**config.mk**
```make
export PLATFORM = sky130hd
export DESIGN_NAME = amsel_top
export DESIGN_NICKNAME = d
export VERILOG_FILES = /design/src/rtl/amsel_pkg.sv /design/src/rtl/amsel_rule.sv /design/src/rtl/amsel_ctrl.sv /design/src/rtl/amsel_datapath.sv /design/src/rtl/amsel_top.sv
export SDC_FILE = /design/constraint.sdc
export NUM_CORES = 1
export LEC_CHECK = 0
export BUFFER_PORTS_ARGS = -buffer_cell sky130_fd_sc_hd__buf_2
export CAP_MARGIN = 20
export CORE_UTILIZATION = 50
export DETAILED_ROUTE_END_ITERATION = 7
export PLACE_DENSITY = 0.7
export SYNTH_ARGS = -nofsm -noshare
export SYNTH_HDL_FRONTEND = slang
export SYNTH_SLANG_ARGS = --single-unit
```
**constraint.sdc**
```tcl
create_clock -name clk -period 4.1 [get_ports clk]
set_clock_uncertainty 0.1 [all_clocks]
set_input_delay 0.41 -clock clk [delete_from_list [all_inputs] [get_ports clk]]
set_output_delay 0.41 -clock clk [all_outputs]
set_load 0.005 [all_outputs]
```
**src/rtl/amsel_pkg.sv**
```systemverilog
package amsel_pkg;

  localparam int ROW_W = 5;
  localparam int COL_W = 4;
  localparam int SCH_W = 2;
  localparam int DEF_ENTRIES = 16;

  typedef enum logic [SCH_W-1:0] {
    SCH_EXACT     = 2'd0,
    SCH_ROWS_MIN  = 2'd1,
    SCH_CATCH_ALL = 2'd2,
    SCH_NONE      = 2'd3
  } scheme_e;

  typedef struct packed {
    scheme_e          scheme;
    logic [ROW_W-1:0] rows;
    logic [COL_W-1:0] cols;
  } map_entry_t;

  typedef struct packed {
    logic load;
    logic advance;
    logic finishHit;
    logic finishMiss;
  } scan_strobe_t;

  function automatic map_entry_t mkEntry(input scheme_e s, input int r, input int c);
    map_entry_t e;
    e.scheme = s;
    e.rows   = ROW_W'(r);
    e.cols   = COL_W'(c);
    return e;
  endfunction

  // Fixed configuration table; order is the match priority.
  function automatic map_entry_t mapEntry(input int idx);
    case (idx)
      0:  return mkEntry(SCH_EXACT, 13, 10);
      1:  return mkEntry(SCH_EXACT, 14, 10);
      2:  return mkEntry(SCH_EXACT, 15, 10);
      3:  return mkEntry(SCH_EXACT, 16, 10);
      4:  return mkEntry(SCH_EXACT, 14, 11);
      5:  return mkEntry(SCH_EXACT, 15, 11);
      6:  return mkEntry(SCH_EXACT, 16, 11);
      7:  return mkEntry(SCH_EXACT, 13, 9);
      8:  return mkEntry(SCH_EXACT, 14, 9);
      9:  return mkEntry(SCH_EXACT, 15, 9);
      10: return mkEntry(SCH_EXACT, 16, 9);
      11: return mkEntry(SCH_ROWS_MIN, 15, 10);
      12: return mkEntry(SCH_ROWS_MIN, 14, 11);
      13: return mkEntry(SCH_ROWS_MIN, 13, 10);
      14: return mkEntry(SCH_CATCH_ALL, 16, 10);
      15: return mkEntry(SCH_CATCH_ALL, 16, 9);
      default: return mkEntry(SCH_NONE, 0, 0);
    endcase
  endfunction

endpackage

```
**src/rtl/amsel_rule.sv**
```systemverilog
module amsel_rule
  import amsel_pkg::*;
(
  input  map_entry_t       entry,
  input  scheme_e          reqScheme,
  input  logic [ROW_W-1:0] reqRows,
  input  logic [COL_W-1:0] reqCols,
  output logic             hit
);

  logic colsEq;
  logic colsLe;
  logic rowsEq;
  logic rowsLe;

  always_comb begin
    colsEq = (entry.cols == reqCols);
    colsLe = (entry.cols <= reqCols);
    rowsEq = (entry.rows == reqRows);
    rowsLe = (entry.rows <= reqRows);
    hit    = 1'b0;
    if (entry.scheme == reqScheme) begin
      case (reqScheme)
        SCH_EXACT:     hit = colsEq && rowsEq;
        SCH_ROWS_MIN:  hit = colsEq && rowsLe;
        SCH_CATCH_ALL: hit = colsEq || (colsLe && rowsEq);
        default:       hit = 1'b0;
      endcase
    end
  end

endmodule

```
**src/rtl/amsel_ctrl.sv**
```systemverilog
module amsel_ctrl
  import amsel_pkg::*;
(
  input  logic         clk,
  input  logic         rstN,
  input  logic         start,
  input  logic         entryMatch,
  input  logic         lastEntry,
  output scan_strobe_t strb,
  output logic         scanning
);

  typedef enum logic {ST_IDLE, ST_SCAN} state_e;
  state_e state;
  state_e stateNext;

  always_comb begin
    strb      = '0;
    stateNext = state;
    case (state)
      ST_IDLE: begin
        if (start) begin
          strb.load = 1'b1;
          stateNext = ST_SCAN;
        end
      end
      ST_SCAN: begin
        if (entryMatch) begin
          strb.finishHit = 1'b1;
          stateNext      = ST_IDLE;
        end else if (lastEntry) begin
          strb.finishMiss = 1'b1;
          stateNext       = ST_IDLE;
        end else begin
          strb.advance = 1'b1;
        end
      end
      default: stateNext = ST_IDLE;
    endcase
  end

  always_ff @(posedge clk) begin
    if (!rstN) state <= ST_IDLE;
    else       state <= stateNext;
  end

  assign scanning = (state == ST_SCAN);

  // a start seen mid-scan never reloads the request
  p_start_ignored_r9: assert property (@(posedge clk) disable iff (!rstN)
    scanning |-> !strb.load);

  // a miss is only declared on the last entry
  p_miss_at_end_r7: assert property (@(posedge clk) disable iff (!rstN)
    strb.finishMiss |-> (lastEntry && !entryMatch));

endmodule

```
**src/rtl/amsel_datapath.sv**
```systemverilog
module amsel_datapath
  import amsel_pkg::*;
#(
  parameter int NUM_ENTRIES = DEF_ENTRIES,
  localparam int IDX_W      = $clog2(NUM_ENTRIES)
) (
  input  logic             clk,
  input  logic             rstN,
  input  scan_strobe_t     strb,
  input  logic [SCH_W-1:0] scheme,
  input  logic [ROW_W-1:0] rowCount,
  input  logic [COL_W-1:0] colCount,
  input  logic             fullWidth,
  output logic             entryMatch,
  output logic             lastEntry,
  output logic             done,
  output logic             noMatch,
  output logic [IDX_W-1:0] cfgIndex
);

  map_entry_t       tbl [NUM_ENTRIES];
  scheme_e          reqScheme;
  logic [ROW_W-1:0] reqRows;
  logic [COL_W-1:0] reqCols;
  logic [COL_W-1:0] effCols;
  logic [IDX_W-1:0] ptr;
  logic             doneQ;
  logic             errQ;
  logic [IDX_W-1:0] idxQ;

  for (genvar g = 0; g < NUM_ENTRIES; g++) begin : g_tbl
    assign tbl[g] = mapEntry(g);
  end

  // a narrow bus consumes one column bit
  always_comb begin
    if (!fullWidth && (colCount != '0)) effCols = colCount - COL_W'(1);
    else                                effCols = colCount;
  end

  always_ff @(posedge clk) begin
    if (!rstN) begin
      reqScheme <= SCH_NONE;
      reqRows   <= '0;
      reqCols   <= '0;
      ptr       <= '0;
    end else if (strb.load) begin
      reqScheme <= scheme_e'(scheme);
      reqRows   <= rowCount;
      reqCols   <= effCols;
      ptr       <= '0;
    end else if (strb.advance) begin
      ptr <= ptr + IDX_W'(1);
    end
  end

  amsel_rule rule_i (
    .entry     (tbl[ptr]),
    .reqScheme (reqScheme),
    .reqRows   (reqRows),
    .reqCols   (reqCols),
    .hit       (entryMatch)
  );

  assign lastEntry = (ptr == IDX_W'(NUM_ENTRIES - 1));

  always_ff @(posedge clk) begin
    if (!rstN) begin
      doneQ <= 1'b0;
      errQ  <= 1'b0;
      idxQ  <= '0;
    end else begin
      doneQ <= strb.finishHit || strb.finishMiss;
      if (strb.finishHit) begin
        errQ <= 1'b0;
        idxQ <= ptr;
      end else if (strb.finishMiss) begin
        errQ <= 1'b1;
        idxQ <= '0;
      end
    end
  end

  assign done     = doneQ;
  assign noMatch  = errQ;
  assign cfgIndex = idxQ;

  // done is a single-cycle pulse
  p_done_single_r8: assert property (@(posedge clk) disable iff (!rstN)
    doneQ |=> !doneQ);

  // the result holds between completions
  p_result_hold_r9: assert property (@(posedge clk) disable iff (!rstN)
    !(strb.finishHit || strb.finishMiss) |=> ($stable(idxQ) && $stable(errQ)));

  // a miss reports index zero
  p_miss_index_r7: assert property (@(posedge clk) disable iff (!rstN)
    (doneQ && errQ) |-> (idxQ == '0));

  // a reported hit came from a matching entry in the previous cycle
  p_hit_matched_r5: assert property (@(posedge clk) disable iff (!rstN)
    (doneQ && !errQ) |-> $past(entryMatch));

endmodule

```
**src/rtl/amsel_top.sv**
```systemverilog
module amsel_top
  import amsel_pkg::*;
(
  input  logic       clk,
  input  logic       rstN,
  input  logic       start,
  input  logic [1:0] scheme,
  input  logic [4:0] rowCount,
  input  logic [3:0] colCount,
  input  logic       fullWidth,
  output logic       done,
  output logic       noMatch,
  output logic [3:0] cfgIndex
);

  scan_strobe_t strb;
  logic         entryMatch;
  logic         lastEntry;
  logic         scanning;

  amsel_ctrl ctrl_i (
    .clk        (clk),
    .rstN       (rstN),
    .start      (start),
    .entryMatch (entryMatch),
    .lastEntry  (lastEntry),
    .strb       (strb),
    .scanning   (scanning)
  );

  amsel_datapath #(.NUM_ENTRIES(DEF_ENTRIES)) dp_i (
    .clk        (clk),
    .rstN       (rstN),
    .strb       (strb),
    .scheme     (scheme),
    .rowCount   (rowCount),
    .colCount   (colCount),
    .fullWidth  (fullWidth),
    .entryMatch (entryMatch),
    .lastEntry  (lastEntry),
    .done       (done),
    .noMatch    (noMatch),
    .cfgIndex   (cfgIndex)
  );

  // outputs come out of reset cleared
  p_reset_clear_r1: assert property (@(posedge clk)
    !rstN |=> (!done && !noMatch && (cfgIndex == 4'd0)));

endmodule

```
==> results.yml <==
synthesis:
  yosysSeqAreaShare: 0.324
  yosys_warnings: 0
  synthMuxAreaShare: 0.0597
  avgSynthCellArea_um2: 8.01
  synth-adder-area-share: 0.119
  synth-edff-count: 0
  synth_area_leaders: "dfxtp_1 32%, ha_1 12%, nand2_1 8.0%"
  synth_xor_area_frac: 0.0193
  synth_cell_type_count: 38
  synthFlopType: "dfxtp_1"
  synth_top_family_by_area: "simple AND/OR/NAND/NOR gates"
  yosys.area_share.simple: 0.230
  synthesis.nets: 198
  ys_async_sr_fraction: 0
  synth_top_area_cell: "dfxtp_1"
  syn_area_um2: 1360
  synth_compound_area_frac: 0.183
  synth_top_area_frac: 0.324
  syn_inst: 170
  synth_seq_cells: 22
worst_setup_path:
  cp.arrival_ns: 3.36
  path_cells: "inv_1 -> ha_1 -> mux2_2 -> o21ai_0 -> ha_1 -> and4_4 -> a22o_1 -> a31oi_1 -> nor4_2 -> buf_4 -> or3_2 -> o211a_1"
  cp_num_buf_inv: 2
  crit_type: "flop to flop"
  critPathTopFamily: "compound AO/OA/AOI/OAI gates"
  crit_required_ns: 4.22
  endpoint_kind: "flop"
  cp_max_fo: 11
  cp-start-kind: "flop"
  cpMostUsedCell: "ha_1"
  cpMaxStageDelayCell: "dfxtp_1"
  cpPeakStageDelay_ns: 0.52
clocking:
  worst_skew_pair.late_latency_ns: 0.31
  tritoncts: "yes"
  cts-buffers-inserted: 3
  htree_levels: 1
  cts-root-buf: "clkbuf_4"
  clk_path_buf_depth: 2
  cts_num_sinks: 22
  cts_setup_buffers: 0
  ctsResizeCount: 0
  path_clk_slew_ns: 0.12
  hold_buffers: 0
min_path:
  hp-class: "input pin to flop"
power:
  power_frac_seq: 0.587
  swShare: 0.282
  clkPwrFrac: 0.259
  p_int_uw: 284
  switchingPower_uw: 111
  power.density_nw_per_um2: 265
  ir_worst_vdd_uv: 163
  leakage_uw: 0.000702
  comb_power_share: 0.155
global_route:
  grt_pass1_wl_mm: 4.38
  antenna_found_initial: 0
  grt_usage: 0.213
  grt_start_max_net_pins: 19
  grt_pass1_vias: 1063
  grt-ovfl-total: 0
timing:
  tns_ns: 0
  fmax_ghz: 0.309
  slew_viol_final: 0
  finalCritPeriodShare: 0.789
  setup_viol: 0
  min_period_ns: 3.23
  worst_slew_pin_slew_ns: 0.545
  grt_setup_unrepaired: "no"
  setup_slack_ns: 0.866
  slew_headroom: 0.636
  hold_viol_final: 0
status:
  status: "complete, no violations"
routing:
  route.met3.wl_um: 95
  met1_length_mm: 1.29
  drtIter0Drc: 19
  drc_errors: 0
  viasPerCell: 5.65
  wl_per_cell_um: 13.2
  dr_total_vias: 1227
  antenna_left: 0
  drt_pre_antenna_iters: 4
  dr_wl_met2_mm: 1.43
  routed.top_layer: "met4"
  wirelength_mm: 2.86
finish:
  final_cell_area_um2: 1490
  final_util: 0.592
  multi_input_area_um2: 832
  area_growth_pct: 9.65
  layout-drive-gt1-share: 0.166
  final-seq-area_um2: 440
  num_antenna_cells: 0
  num-fill-cells: 256
  final_nets: 217
floorplan:
  rows: 18
  design.die.area_um2: 2940
  die_w_um: 54.2
  start_util: 0.540
  dieHeight_um: 54.2
  ioPinCount: 21
  core_um2: 2520
placement:
  port_buffers: 20
  pre_cts_ws_ns: 0.903
  placed_cell_area_um2: 1470
  place_hpwl_mm: 2.17
  place.gp.congestion: 0.861
flow_run:
  drv_cap: 0
==> synth_stat cells (2+ instances only) <==
cell type / number
nand2b_1: 3
buf_2: 2
a31oi_1: 3
and3_1: 2
xor2_1: 2
mux2i_1: 7
nand3_1: 4
o21ai_0: 15
and2_1: 2
nor3_1: 2
or3_1: 2
a22o_1: 2
nor2b_1: 2
a21o_1: 2
clkbuf_1: 4
nor2_1: 8
ha_1: 13
nand2_1: 29
dfxtp_1: 22
a211oi_1: 3
inv_1: 14
a21oi_1: 11
==> power by group through the flow <==
stage	combinational [uW]	sequential [uW]	clock, uW
after CTS	61.3	232	108
after detailed placement	60.8	237	0
final	61.1	232	102
after floorplan	43.6	233	0
after global routing	70.3	234	112
after global placement	58.3	236	0
==> kinds of logic (layout without fill, tap and decap cells) <==
family | after synthesis | count (layout)
muxes | 8 | 8
DFF | 22 | 22
adders and majority gates | 13 | 13
buffers and inverters | 21 | 38
xor gates and xnor gates | 3 | 3
and+or+nand+nor | 62 | 62
AOI/OAI and AO/OA | 41 | 41
==> worst min-delay path: cells and delay by family <==
| kind | cells | cell delay, ns |
|---|---|---|
| compound gates | 1 | 0.06 |
| simple gates | 1 | 0.03 |
| buf+inv | 1 | 0.07 |
==> flip-flops by register name, summed over array words and instances (netlist names) <==
name / flops
dp_i.ptr: 4
dp_i.reqCols: 4
ctrl_i.scanning: 1
dp_i.noMatch: 1
dp_i.cfgIndex: 4
dp_i.done: 1
dp_i.reqScheme: 2
dp_i.reqRows: 5
==> layout by cell type, fill, tap and decap left out, types with 2 or more instances in the layout <==
master    netlist  routed
nor2_1          8       8
and3_1          2       2
mux2i_1         7       7
clkbuf_4        0       3
nand3_1         4       4
a22o_1          2       2
nor3_1          2       2
a211oi_1        3       3
or3_1           2       2
dfxtp_1        22      22
xor2_1          2       2
nand2_1        29      29
o21ai_0        15      15
nand2b_1        3       3
buf_2           2      20
ha_1           13      13
a21o_1          2       2
a21oi_1        11      11
nor2b_1         2       2
and2_1          2       2
a31oi_1         3       3
inv_1          14      14
==> path summary, 6_finish.rpt <==
check / startpoint / end / slack (ns) / cells past startpoint
worst max register to register: dp_i.ptr[0]$_SDFFE_PP0P_ / dp_i.ptr[2]$_SDFFE_PP0P_ / 0.87 / 12
worst max-delay path: dp_i.ptr[0]$_SDFFE_PP0P_ / dp_i.ptr[2]$_SDFFE_PP0P_ / 0.87 / 12
worst min register to register: dp_i.cfgIndex[2]$_SDFFE_PN0P_ / dp_i.cfgIndex[2]$_SDFFE_PN0P_ / 0.36 / 2
worst min-delay path: rowCount[4] / dp_i.reqRows[4]$_SDFFE_PN0P_ / 0.19 / 3
==> layer usage <==
| metal | track usage | vias to the layer above |
|---|---|---|
| met1 | 0.244 | 576 |
| met5 | 0 | - |
| li1 | - | 622 |
| met4 | 0.115 | 0 |
| met2 | 0.364 | 24 |
| met3 | 0.0452 | 5 |
==> cell type report <==
type / count / share of cell area
Timing Repair Buffer: 21 / 0.0721
Tap cell: 30 / 0.0251
Clock buffer: 3 / 0.0151
Multi-Input combinational cell: 127 / 0.557
Sequential cell: 22 / 0.295
Inverter: 14 / 0.0352
==> per-stage QoR <==
step                total power [uW]  std cells  hold slack [ns]
CTS                              401        217            0.179
global placement                 295        214            0.344
global route                     416        217            0.188
finish                           396        217            0.187
detailed placement               298        214            0.349
floorplan                        277        170            0.332
No activity file was read; power rests on OpenSTA's default activity.
